**src/rtl/scp_slave.sv**
```systemverilog
module scp_slave #(
  parameter int NREGS = 8
) (
  input  logic               clk,
  input  logic               rst_n,
  input  logic               sen_n,
  input  logic               sclk,
  input  logic               sdi,
  output logic               sdo,
  output logic               sdo_oe,
  output logic [8*NREGS-1:0] regs_q
);
  localparam int DW = 8;
  localparam int FRAME = 16;
  localparam int IW = (NREGS > 1) ? $clog2(NREGS) : 1;

  logic [1:0] en_sy, ck_sy, di_sy;
  logic       ck_d;
  logic       sen_s, sck_s, sdi_s, rise, fall;

  always_ff @(posedge clk or negedge rst_n)
    if (!rst_n) begin
      en_sy <= '0;
      ck_sy <= '0;
      di_sy <= '0;
      ck_d  <= 1'b0;
    end else begin
      en_sy <= {en_sy[0], sen_n};
      ck_sy <= {ck_sy[0], sclk};
      di_sy <= {di_sy[0], sdi};
      ck_d  <= ck_sy[1];
    end

  assign sen_s = en_sy[1];
  assign sck_s = ck_sy[1];
  assign sdi_s = di_sy[1];
  assign rise  = sck_s & ~ck_d;
  assign fall  = ~sck_s & ck_d;

  logic [4:0]    cnt;
  logic [6:0]    cmd;
  logic [6:0]    addr_q;
  logic [6:0]    wbuf;
  logic [DW-1:0] tx;
  logic          rd_q, drive, sdo_q;
  logic [DW-1:0] regs [NREGS];
  logic [6:0]    addr_n;
  logic [DW-1:0] rd_val;
  logic          wr_hit;

  assign addr_n = {cmd[5:0], sdi_s};
  assign rd_val = (int'(addr_n) < NREGS) ? regs[addr_n[IW-1:0]] : '0;
  assign wr_hit = !sen_s && rise && cnt == 5'(FRAME - 1) && !rd_q
                  && int'(addr_q) < NREGS;

  always_ff @(posedge clk or negedge rst_n)
    if (!rst_n) begin
      cnt    <= '0;
      cmd    <= '0;
      addr_q <= '0;
      wbuf   <= '0;
      tx     <= '0;
      rd_q   <= 1'b0;
      drive  <= 1'b0;
      sdo_q  <= 1'b0;
    end else if (sen_s) begin
      cnt   <= '0;
      rd_q  <= 1'b0;
      drive <= 1'b0;
      sdo_q <= 1'b0;
    end else begin
      if (rise && cnt < 5'(FRAME)) begin
        cnt <= cnt + 5'd1;
        if (cnt < 5'd7)
          cmd <= {cmd[5:0], sdi_s};
        else if (cnt == 5'd7) begin
          rd_q   <= cmd[6];
          addr_q <= addr_n;
          tx     <= rd_val;
        end else if (!rd_q)
          wbuf <= {wbuf[5:0], sdi_s};
      end
      if (fall && rd_q && cnt >= 5'd8 && cnt < 5'(FRAME)) begin
        drive <= 1'b1;
        sdo_q <= tx[DW-1];
        tx    <= {tx[DW-2:0], 1'b0};
      end else if (fall && cnt == 5'(FRAME)) begin
        drive <= 1'b0;
        sdo_q <= 1'b0;
      end
    end

  always_ff @(posedge clk or negedge rst_n)
    if (!rst_n) begin
      for (int i = 0; i < NREGS; i++) regs[i] <= '0;
    end else if (wr_hit) begin
      regs[addr_q[IW-1:0]] <= {wbuf, sdi_s};
    end

  for (genvar g = 0; g < NREGS; g++) begin : g_out
    assign regs_q[g*DW +: DW] = regs[g];
  end

  assign sdo    = drive ? sdo_q : 1'b0;
  assign sdo_oe = drive;

  AST_CNT_LIMIT: assert property (@(posedge clk) disable iff (!rst_n) cnt <= 5'(FRAME));
  AST_IDLE_CLEAR: assert property (@(posedge clk) disable iff (!rst_n) sen_s |=> cnt == 5'd0 && !sdo_oe);
  AST_IDLE_NO_WRITE: assert property (@(posedge clk) disable iff (!rst_n) sen_s |=> $stable(regs_q));
  AST_OE_READ_ONLY: assert property (@(posedge clk) disable iff (!rst_n) sdo_oe |-> rd_q && cnt >= 5'd8);
  AST_QUIET_LOW: assert property (@(posedge clk) disable iff (!rst_n) !sdo_oe |-> !sdo);
  AST_READ_KEEPS_REGS: assert property (@(posedge clk) disable iff (!rst_n) rd_q |=> $stable(regs_q));
endmodule

```
**config.mk**
```make
export PLATFORM = sky130hd
export DESIGN_NAME = scp_slave
export DESIGN_NICKNAME = d
export VERILOG_FILES = /design/src/rtl/scp_slave.sv
export SDC_FILE = /design/constraint.sdc
export NUM_CORES = 1
export LEC_CHECK = 0
export BUFFER_PORTS_ARGS = -buffer_cell sky130_fd_sc_hd__buf_2
export CAP_MARGIN = 40
export CORE_ASPECT_RATIO = 0.6
export CORE_MARGIN = 2
export CORE_UTILIZATION = 36
export CTS_BUF_LIST = sky130_fd_sc_hd__clkbuf_16
export CTS_CLUSTER_DIAMETER = 80
export DETAILED_ROUTE_END_ITERATION = 8
export GPL_TIMING_DRIVEN = 0
export PLACE_DENSITY = 0.57
export SLEW_MARGIN = 20
export SYNTH_ARGS = -nofsm -noshare
export SYNTH_HDL_FRONTEND = slang
export SYNTH_SLANG_ARGS = --single-unit
```
**constraint.sdc**
```tcl
create_clock -name clk -period 2.9 [get_ports clk]
set_input_delay 0.29 -clock clk [delete_from_list [all_inputs] [get_ports clk]]
set_output_delay 0.29 -clock clk [all_outputs]
set_load 0.01 [all_outputs]
```
==> impl_metrics.yaml, run 1 <==
yosys:
  synthXorXnorAreaFrac: 0.00364
  yosysTopAreaCellShare: 0.561
  synth_fa_ha_area_frac: 0.00779
  synthArstFlopShare: 1.00
  muxShareOfSynthArea: 0.274
  ys.flop_type: "dfrtp_1"
  synth_nets: 362
  synth_compound_area_frac: 0.0494
  ys_seq_area_frac: 0.561
  post_synth.cell_area_avg_um2: 13.6
  synth_area_leader_cell: "dfrtp_1"
  synth_edf_count: 0
  yosysWarnings: 0
  synth-simple-area-share: 0.0787
  synth_seq_cells: 108
  synth_top_family_by_area: "multiplexers"
  yosysUniqueCellTypes: 42
  syn_area_um2: 4820
  syn-instance-count: 354
  ys_top_cells_by_area: "dfrtp_1, mux2_2, mux4_2"
finish:
  layout-area-overhead-vs-synth_pct: 21.8
  final_cell_mix: "dfrtp_1, mux2_2, buf_2"
  nets: 455
  antennaDiodeCount: 0
  drive_gt1_frac: 0.458
  finalNonFillerCells: 622
  finish.utilization: 0.454
  mostFrequentLayoutCell: "dfrtp_1"
pwr:
  vdd_ir_drop_max_v: 0.000305
  combPwrFrac: 0.089
  switching_share: 0.248
  power.net_switching_uw: 733
  intPower_uw: 2220
  clock_power_share: 0.374
  seq_power_share: 0.537
  p_leak_uw: 0.00291
  powerDensity_nw_per_um2: 504
route:
  viasPerCell: 5.20
  dr.pass1.iters: 4
  drt_iter0_markers: 200
  drc: 0
  wl_per_cell_um: 19.1
  wirelength_um: 11900
  dr_total_vias: 3236
  antenna_left: 0
placed_design:
  place_hpwl_um: 8400
  io_buffers: 70
  dp_cells: 596
  gp_congestion: 0.794
die:
  die_h_um: 93.6
  fp.coreArea_um2: 12900
  initial_core_util: 0.372
  die_w_um: 153
  die_area_um2: 14300
  rows: 32
  io_pins: 71
sta:
  period_share: 0.979
  setup_viol: 0
  finalClockSkew_ns: 0.00740
  fmax_ghz: 0.352
  slew_violations: 0
  tightest_slew_ns: 0.757
  slew_headroom: 0.495
  finalHoldViolations: 0
  min_period_ns: 2.84
global_routing:
  grt_first_pass_wirelength_um: 18600
  grt_max_degree: 75
  grt_pass1_vias: 3167
  overflow: 0
  grt_use_total: 0.172
  antenna_found_initial: 0
cts:
  clk_latency_ns: 0.35
  clock-sinks: 108
  h-tree-depth: 3
  cts_buffers: 9
  clkTransAtPathRegs_ns: 0.07
  root_buffer: "clkbuf_16"
  clockBufferDepth: 2
  cts_tree: "yes"
setup_path:
  r2r-start: "cnt[0]"
  r2r_slack_ns: 0.06
  r2r_end: "regs_q[30]"
  cp.arrival_ns: 3.07
  worstRegToRegCells: 9
  end_kind: "flip-flop"
  cp_max_fo: 4
  criticalPathCategory: "reg2reg"
  startpoint_type: "flip-flop"
  required_ns: 3.13
job:
  max_cap_violations: 0
worst_hold_path:
  hp-class: "in2reg"
  min_path_cells: 1
  min_to: "ck_sy[0]"
  min_from: "sclk"
run_status:
  status: "completed"
[repair_timing]
| item | CTS | global route |
|---|---|---|
| hold buffers | 1 | 0 |
| resized for setup | 2 | 13 |
| pin swaps | 5 | 1 |
| endpoints found under the hold margin | 34 | 0 |
| buffers inserted | 10 | 1 |
| setup endpoints to repair | 64 | 48 |
[worst max-delay path: stages (launching register included)]
cell and delay (ns):
dfrtp_1 0.39, ha_4 0.17, and3_4 0.19, ha_4 0.13
or4b_4 0.46, or4_4 0.50, buf_8 0.16, nor3b_4 0.23
buf_4 0.17, mux2_2 0.33
[state kept, by name, summed over array words and instances, names as in the netlist]
| register | flops |
|---|---|
| ck_sy | 2 |
| sdo_oe | 1 |
| tx | 8 |
| cmd | 7 |
| cnt | 5 |
| wbuf | 7 |
| en_sy | 2 |
| regs_q | 64 |
| rd_q | 1 |
| addr_q | 7 |
| di_sy | 2 |
| ck_d | 1 |
| sdo_q | 1 |
[cells by family (layout without fill, tap and decap cells)]
family / after synthesis / after routing
AOI/OAI and AO/OA: 36 / 36
and+or+nand+nor: 64 / 64
buffers and inverters: 31 / 129
DFF: 108 / 108
muxes: 110 / 110
adders and majority gates: 3 / 3
xor gates and xnor gates: 2 / 2
[per-layer routing]
| layer | vias to the layer above | global-route usage | wire, um | part of all wire |
|---|---|---|---|---|
| met1 | 1657 | 0.270 | 6100 | 0.51 |
| met3 | 12 | 0.0463 | 848 | 0.071 |
| met4 | 0 | 0.0448 | 125 | 0.011 |
| met2 | 88 | 0.229 | 4830 | 0.41 |
| li1 | 1479 | - | - | - |
| met5 | - | 0 | 0 | 0 |
[power groups by stage]
stage	Clock [uW]	Sequential (uW)	Combinational, uW
after floorplan	0	1600	164
after global placement	0	1620	252
after detailed placement	0	1620	262
after CTS	1140	1590	267
after global routing	1180	1590	295
final	1100	1590	264
[Yosys cell counts (2+ instances only)]
cell      number
or4_1          2
and3_1         2
ha_1           3
buf_1          7
clkbuf_1      13
o211ai_1       6
a22oi_1        6
a21oi_1       10
nand3_1        3
nor3b_4        2
nor2_1        15
inv_1          7
nand2_1       19
a31oi_1        7
nor4_1         2
mux2i_1       16
mux2_2        85
dfrtp_1      108
nor2b_1        2
buf_2          4
nor4bb_1       2
mux4_2         9
and2_1         3
nand3b_1       3
[worst max-delay path by stage]
| stage | cells after the start | from | endpoint |
|---|---|---|---|
| after floorplan | 8 | cnt[3] | regs_q[40] |
| after global routing | 9 | cnt[1] | regs_q[30] |
| after CTS | 6 | cnt[3] | regs_q[0] |
| after global placement | 8 | cnt[3] | regs_q[41] |
| final | 9 | cnt[0] | regs_q[30] |
| after detailed placement | 8 | cnt[3] | regs_q[27] |
[area by class of cell]
class	instances	area, um2
Fill cell	1184	7060
Sequential cell	108	2700
Multi-Input combinational cell	215	2040
Timing Repair Buffer	84	522
Clock buffer	9	225
Tap cell	170	213
Buffer	22	97.6
Clock inverter	7	37.5
Inverter	7	26.3
[per-stage QoR]
| stage | total power [uW] | instance area (um2) | setup TNS, ns | worst slack, ns | hold WS, ns |
|---|---|---|---|---|---|
| after CTS | 2990 | 5810 | 0 | 0.00271 | 0.0436 |
| after detailed placement | 1880 | 5420 | -14.76 | -0.319 | 0.212 |
| after global routing | 3070 | 5870 | -0.129 | -0.0188 | 0.0413 |
| after floorplan | 1770 | 4820 | 0 | 0.0990 | -0.00559 |
| after global placement | 1870 | 5380 | -14.16 | -0.351 | 0.337 |
| final | 2960 | 5870 | 0 | 0.0595 | 0.0496 |
No activity file was read; power rests on OpenSTA's default activity.
==> run 2, diff against run 1 <==
--- a/config.mk
+++ b/config.mk
@@ -5,6 +5,7 @@
 export SDC_FILE = /design/constraint.sdc
 export NUM_CORES = 1
 export LEC_CHECK = 0
+export ABC_CLOCK_PERIOD_IN_PS = 3300
 export BUFFER_PORTS_ARGS = -buffer_cell sky130_fd_sc_hd__buf_2
 export CAP_MARGIN = 40
 export CORE_ASPECT_RATIO = 0.6
@@ -14,7 +15,7 @@
 export CTS_CLUSTER_DIAMETER = 80
 export DETAILED_ROUTE_END_ITERATION = 8
 export GPL_TIMING_DRIVEN = 0
-export PLACE_DENSITY = 0.57
+export PLACE_DENSITY = 0.55
 export SLEW_MARGIN = 20
 export SYNTH_ARGS = -nofsm -noshare
 export SYNTH_HDL_FRONTEND = slang
==> constraint.sdc (replaced) <==
create_clock -name clk -period 3.3 [get_ports clk]
set_input_delay 0.33 -clock clk [delete_from_list [all_inputs] [get_ports clk]]
set_output_delay 0.33 -clock clk [all_outputs]
set_load 0.01 [all_outputs]
==> run 2 against run 1 <==
Compared with the run above:
- global-route usage rose by 0.27 points
- fmax fell by 9.7%
- die area did not move
- sequential power fell by 12%
- sequential share of layout area rose by 0.51 points
- clock skew rose by 0.00056 ns
- count of clock-buffer cells in the layout did not move
- combinational power fell by 13%
- utilization fell by 0.51 points
- clock power fell by 5%
- first-iteration DRC count rose by 8.5%
- critical path type unchanged
==> impl_metrics.yaml, run 2 (synthesized netlist as in run 1, its figures left out) <==
run_status:
  status: "completed"
die:
  die_w_um: 153
  initial_core_util: 0.372
  die_h_um: 93.6
  die_area_um2: 14300
  io_pins: 71
  fp.coreArea_um2: 12900
  rows: 32
setup_path:
  cp.arrival_ns: 3.37
  path_cells: "clkbuf_1, and3_1, ha_1, or4b_1, or4_1, buf_2, nor3b_4, buf_12, mux2_2"
  required_ns: 3.52
  cp_max_fo: 10
  cpPeakStageDelay_ns: 0.47
  worstRegToRegCells: 9
  startpoint_type: "flip-flop"
  criticalPathCategory: "reg2reg"
  cp.depth: 9
  crit_family: "simple AND/OR/NAND/NOR gates"
  worst_path_max_delay_cell: "or4b_1"
  path_buf_inv: 3
  end_kind: "flip-flop"
pwr:
  seq_power_share: 0.525
  powerDensity_nw_per_um2: 459
  vdd_ir_drop_max_v: 0.000257
  p_leak_uw: 0.00289
  power.net_switching_uw: 633
  combPwrFrac: 0.086
  intPower_uw: 2030
  clock_power_share: 0.389
  switching_share: 0.238
route:
  drc: 0
  viasPerCell: 5.20
  dr_total_vias: 3215
  wirelength_um: 12100
  wl_per_cell_um: 19.6
  dr.pass1.iters: 5
  antenna_left: 0
  drt_iter0_markers: 217
sta:
  finalClockSkew_ns: 0.00796
  slew_violations: 0
  min_period_ns: 3.15
  tightest_slew_ns: 0.803
  setup_tns_ns: 0
  setup_viol: 0
  rsz0062_at_grt: "no"
  slew_headroom: 0.465
  finalHoldViolations: 0
  fmax_ghz: 0.318
  period_share: 0.953
cts:
  clk_latency_ns: 0.34
  h-tree-depth: 3
  root_buffer: "clkbuf_16"
  clock-sinks: 108
  clockBufferDepth: 2
  cts_buffers: 9
  cts_tree: "yes"
  clkTransAtPathRegs_ns: 0.07
finish:
  final_cell_mix: "dfrtp_1, mux2_2, buf_2"
  mostFrequentLayoutCell: "dfrtp_1"
  nets: 451
  layout-area-overhead-vs-synth_pct: 20.5
  antennaDiodeCount: 0
  largest_reg_flops: 64
  fill_cells: 1208
  finish.utilization: 0.449
  drive_gt1_frac: 0.438
global_routing:
  grt_use_total: 0.174
  grt-busiest-layer: "met1"
  antenna_found_initial: 0
  overflow: 0
  grt_pass1_vias: 3224
  grtUsageMet2: 0.227
  grt_first_pass_wirelength_um: 18800
  grt_util_met3: 0.0593
  use_met1: 0.274
  grt_max_degree: 82
job:
  max_cap_violations: 0
placed_design:
  io_buffers: 70
  place_hpwl_um: 8770
  gp_congestion: 0.801
worst_hold_path:
  hp-class: "in2reg"
  min_path_cells: 1
[run 2: per-layer routing]
layer / vias up / wire, um
met5: - / 0
met4: 0 / 100
met3: 11 / 926
met2: 93 / 4810
met1: 1644 / 6290
li1: 1467 / -
[run 2: power groups by stage]
stage	registers [uW]	clock network (uW)	logic, uW
2_1_floorplan	1410	0	144
3_3_place_gp	1420	0	222
3_5_place_dp	1420	0	229
4_1_cts	1400	1070	231
5_1_grt	1400	1110	256
6_report	1400	1040	229
[run 2: cell type report]
| cell class | instances | area (um2) | area share |
|---|---|---|---|
| sequential | 108 | 2700 | 0.466 |
| multi-input combinational | 215 | 2010 | 0.346 |
| timing repair buffer | 78 | 474 | 0.0817 |
| clock buffer | 9 | 225 | 0.0388 |
| tap | 170 | 213 | 0.0367 |
| buffer | 24 | 95.1 | 0.0164 |
| clock inverter | 7 | 60.1 | 0.0104 |
| inverter | 7 | 26.3 | 0.00453 |
[run 2: stage by stage]
step                      power, uW  cell area [um2]  worst slack, ns  hold slack [ns]  cells
after floorplan                1550             4820            0.499           0.0344    354
after global placement         1640             5380           0.0707            0.337    594
after detailed placement       1650             5420           0.0193            0.221    596
after CTS                      2700             5710          0.00264           0.0783    613
after global routing           2770             5800           0.0194           0.0824    618
final                          2660             5800            0.154           0.0926    618
[run 2: worst reg2reg max path, cell delays in order (launching register included)]
cell,delay (ns)
dfrtp_1,0.32
clkbuf_1,0.36
and3_1,0.25
ha_1,0.17
or4b_1,0.47
or4_1,0.47
buf_2,0.20
nor3b_4,0.26
buf_12,0.18
mux2_2,0.35
[run 2: final timing paths]
kind	from	endpoint	slack, ns
min in group asynchronous	rst_n	regs_q[2]	0.43
min reg2reg	di_sy[0]	di_sy[1]	0.35
max reg2reg	cnt[3]	regs_q[29]	0.15
max	cnt[3]	regs_q[29]	0.15
max in group asynchronous	rst_n	regs_q[33]	2.20
min	sclk	ck_sy[0]	0.09
[run 2: timing repair]
action,CTS,global route
endpoints found under the hold margin,27,0
buffers inserted,0,5
hold buffers,1,0
setup endpoints to repair,0,56
resized for setup,0,3
==> run 3, diff against run 2 <==
--- a/config.mk
+++ b/config.mk
@@ -5,9 +5,9 @@
 export SDC_FILE = /design/constraint.sdc
 export NUM_CORES = 1
 export LEC_CHECK = 0
-export ABC_CLOCK_PERIOD_IN_PS = 3300
+export ABC_CLOCK_PERIOD_IN_PS = 2600
 export BUFFER_PORTS_ARGS = -buffer_cell sky130_fd_sc_hd__buf_2
-export CAP_MARGIN = 40
+export CAP_MARGIN = 15
 export CORE_ASPECT_RATIO = 0.6
 export CORE_MARGIN = 2
 export CORE_UTILIZATION = 36
@@ -15,7 +15,7 @@
 export CTS_CLUSTER_DIAMETER = 80
 export DETAILED_ROUTE_END_ITERATION = 8
 export GPL_TIMING_DRIVEN = 0
-export PLACE_DENSITY = 0.55
+export PLACE_DENSITY = 0.57
 export SLEW_MARGIN = 20
 export SYNTH_ARGS = -nofsm -noshare
 export SYNTH_HDL_FRONTEND = slang
==> constraint.sdc (replaced) <==
create_clock -name clk -period 2.6 [get_ports clk]
set_input_delay 0.26 -clock clk [delete_from_list [all_inputs] [get_ports clk]]
set_output_delay 0.26 -clock clk [all_outputs]
set_load 0.01 [all_outputs]
==> run 3 against run 2 <==
Compared with the run above:
- the flow now finishes with violations (setup timing)
- sequential share of layout area decreased by 2.2 points
- via count up 0.72%
- wire length rose by 2.3%
- combinational power rose by 29%
- fmax up 13%
- final cell count grew 0.81%
- first-iteration DRC count fell by 3.7%
- hold slack got worse by 0.072 ns
- flip-flop and latch count is the same
- power grew 27%
- utilization increased by 2.2 points
- die area unchanged
- critical path type unchanged
- largest power group unchanged
- highest routed layer unchanged
==> impl_metrics.yaml, run 3 (synthesized netlist as in run 1, its figures left out) <==
cts:
  h-tree-depth: 3
  clock-sinks: 108
  clk_latency_ns: 0.34
  cts_tree: "yes"
  cts_buffers: 9
  root_buffer: "clkbuf_16"
  clockBufferDepth: 2
  clkTransAtPathRegs_ns: 0.07
global_routing:
  overflow: 0
  grt_use_total: 0.180
  grt_max_degree: 79
  grt_pass1_vias: 3249
  grt_first_pass_wirelength_um: 19300
  antenna_found_initial: 0
sta:
  rsz0062_at_grt: "yes"
  period_share: 1.07
  slew_headroom: 0.481
  fmax_ghz: 0.360
  tightest_slew_ns: 0.779
  final.setup.worst_slack_ns: -0.179
  finalHoldViolations: 0
  setup_viol: 48
  min_period_ns: 2.78
  slew_violations: 0
  finalClockSkew_ns: 0.00634
  whs_ns: 0.0209
pwr:
  seq_power_share: 0.526
  total_power_uw: 3370
  combPwrFrac: 0.088
  switching_share: 0.239
  clock_power_share: 0.386
  vdd_ir_drop_max_v: 0.000350
  power.net_switching_uw: 806
  intPower_uw: 2570
  powerDensity_nw_per_um2: 554
  p_leak_uw: 0.00298
route:
  dr_total_vias: 3238
  drt_iter0_markers: 209
  viasPerCell: 5.20
  drc: 0
  met3_length_um: 868
  topRoutingLayerUsed: "met4"
  wl_per_cell_um: 19.9
  dr.pass1.iters: 4
  antenna_left: 0
  met1Wirelength_um: 6430
  met2_length_um: 5040
  wirelength_um: 12400
placed_design:
  io_buffers: 70
  place_hpwl_um: 8420
  gp_congestion: 0.822
finish:
  antennaDiodeCount: 0
  layout-area-overhead-vs-synth_pct: 26.5
  mostFrequentLayoutCell: "dfrtp_1"
  drive_gt1_frac: 0.468
  fill_cells: 1158
  final_cell_mix: "dfrtp_1, buf_2, mux2_2"
  finish.utilization: 0.471
  nets: 459
  largest_reg_flops: 64
job:
  max_cap_violations: 0
run_status:
  violations: "setup timing"
  status: "finished with violations"
die:
  fp.coreArea_um2: 12900
  die_area_um2: 14300
  io_pins: 71
  die_w_um: 153
  initial_core_util: 0.372
  rows: 32
  die_h_um: 93.6
setup_path:
  path_buf_inv: 1
  worst_path_max_delay_cell: "or4_4"
  crit_family: "simple AND/OR/NAND/NOR gates"
  cp_max_fo: 7
  end_kind: "flip-flop"
  required_ns: 2.83
  startpoint_type: "flip-flop"
  timing.critical_path.mode_cell: "ha_4"
  path_cells: "ha_4, and3_4, ha_4, or4b_4, or4_4, nor3b_4, buf_12, mux2_2"
  cp.arrival_ns: 3.01
  cpPeakStageDelay_ns: 0.56
  criticalPathCategory: "reg2reg"
worst_hold_path:
  hp-class: "in2reg"
## run 3: cell count changes in the layout (fill, tap and decap cells not counted), moves of 2 or more
cell | before | now
buf_6 | 1 | 5
ha_1 | 3 | 1
buf_4 | 2 | 10
mux2_2 | 85 | 53
buf_2 | 74 | 71
ha_4 | 0 | 2
clkbuf_1 | 13 | 9
clkinv_2 | 2 | 0
mux2_4 | 0 | 32
## run 3: area by class of cell
| class | instances | area, um2 | area share |
|---|---|---|---|
| buffer | 20 | 92.6 | 0.0152 |
| clock buffer | 9 | 225 | 0.0370 |
| clock inverter | 4 | 45.0 | 0.00740 |
| inverter | 7 | 26.3 | 0.00431 |
| multi-input combinational | 215 | 2190 | 0.360 |
| sequential | 108 | 2700 | 0.444 |
| tap | 170 | 213 | 0.0349 |
| timing repair buffer | 90 | 594 | 0.0976 |
## run 3: routing by layer
| layer | up-vias | global-route usage |
|---|---|---|
| met2 | 99 | 0.238 |
| met3 | 6 | 0.0561 |
| met5 | - | 0 |
| met4 | 0 | 0.0370 |
| met1 | 1657 | 0.283 |
| li1 | 1476 | - |
## run 3: through the flow
step | worst slack [ns] | setup TNS, ns | instances | instance area, um2
3_3_place_gp | -0.554 | -28.37 | 594 | 5390
3_5_place_dp | -0.541 | -29.73 | 595 | 5430
2_1_floorplan | -0.135 | -3.77 | 354 | 4830
6_report | -0.179 | -5.19 | 623 | 6090
4_1_cts | -0.168 | -4.97 | 622 | 6010
5_1_grt | -0.257 | -8.78 | 623 | 6090
## run 3: timing repair
item | in CTS | in global routing
endpoints found under the setup margin | 71 | 71
gates resized for setup | 38 | 15
hold buffers | 1 | 0
buffers inserted | 14 | 4
hold endpoints to repair | 30 | 0
pin swaps | 6 | 2
## run 3: final timing paths
check                         start          to  slack (ns)  cells past startpoint
max                          cnt[1]  regs_q[47]       -0.18                      8
min                            sclk    ck_sy[0]        0.02                      1
max reg2reg                  cnt[1]  regs_q[47]       -0.18                      8
min reg2reg                en_sy[0]    en_sy[1]        0.35                      0
max in group asynchronous     rst_n   regs_q[6]        1.54                      3
min in group asynchronous     rst_n  regs_q[28]        0.37                      2
## run 3: power by group through the flow
| stage | sequential (uW) | combinational, uW | clock, uW |
|---|---|---|---|
| after floorplan | 1790 | 182 | 0 |
| after global placement | 1800 | 282 | 0 |
| after detailed placement | 1800 | 294 | 0 |
| after CTS | 1770 | 301 | 1340 |
| after global routing | 1780 | 326 | 1410 |
| final | 1770 | 296 | 1300 |
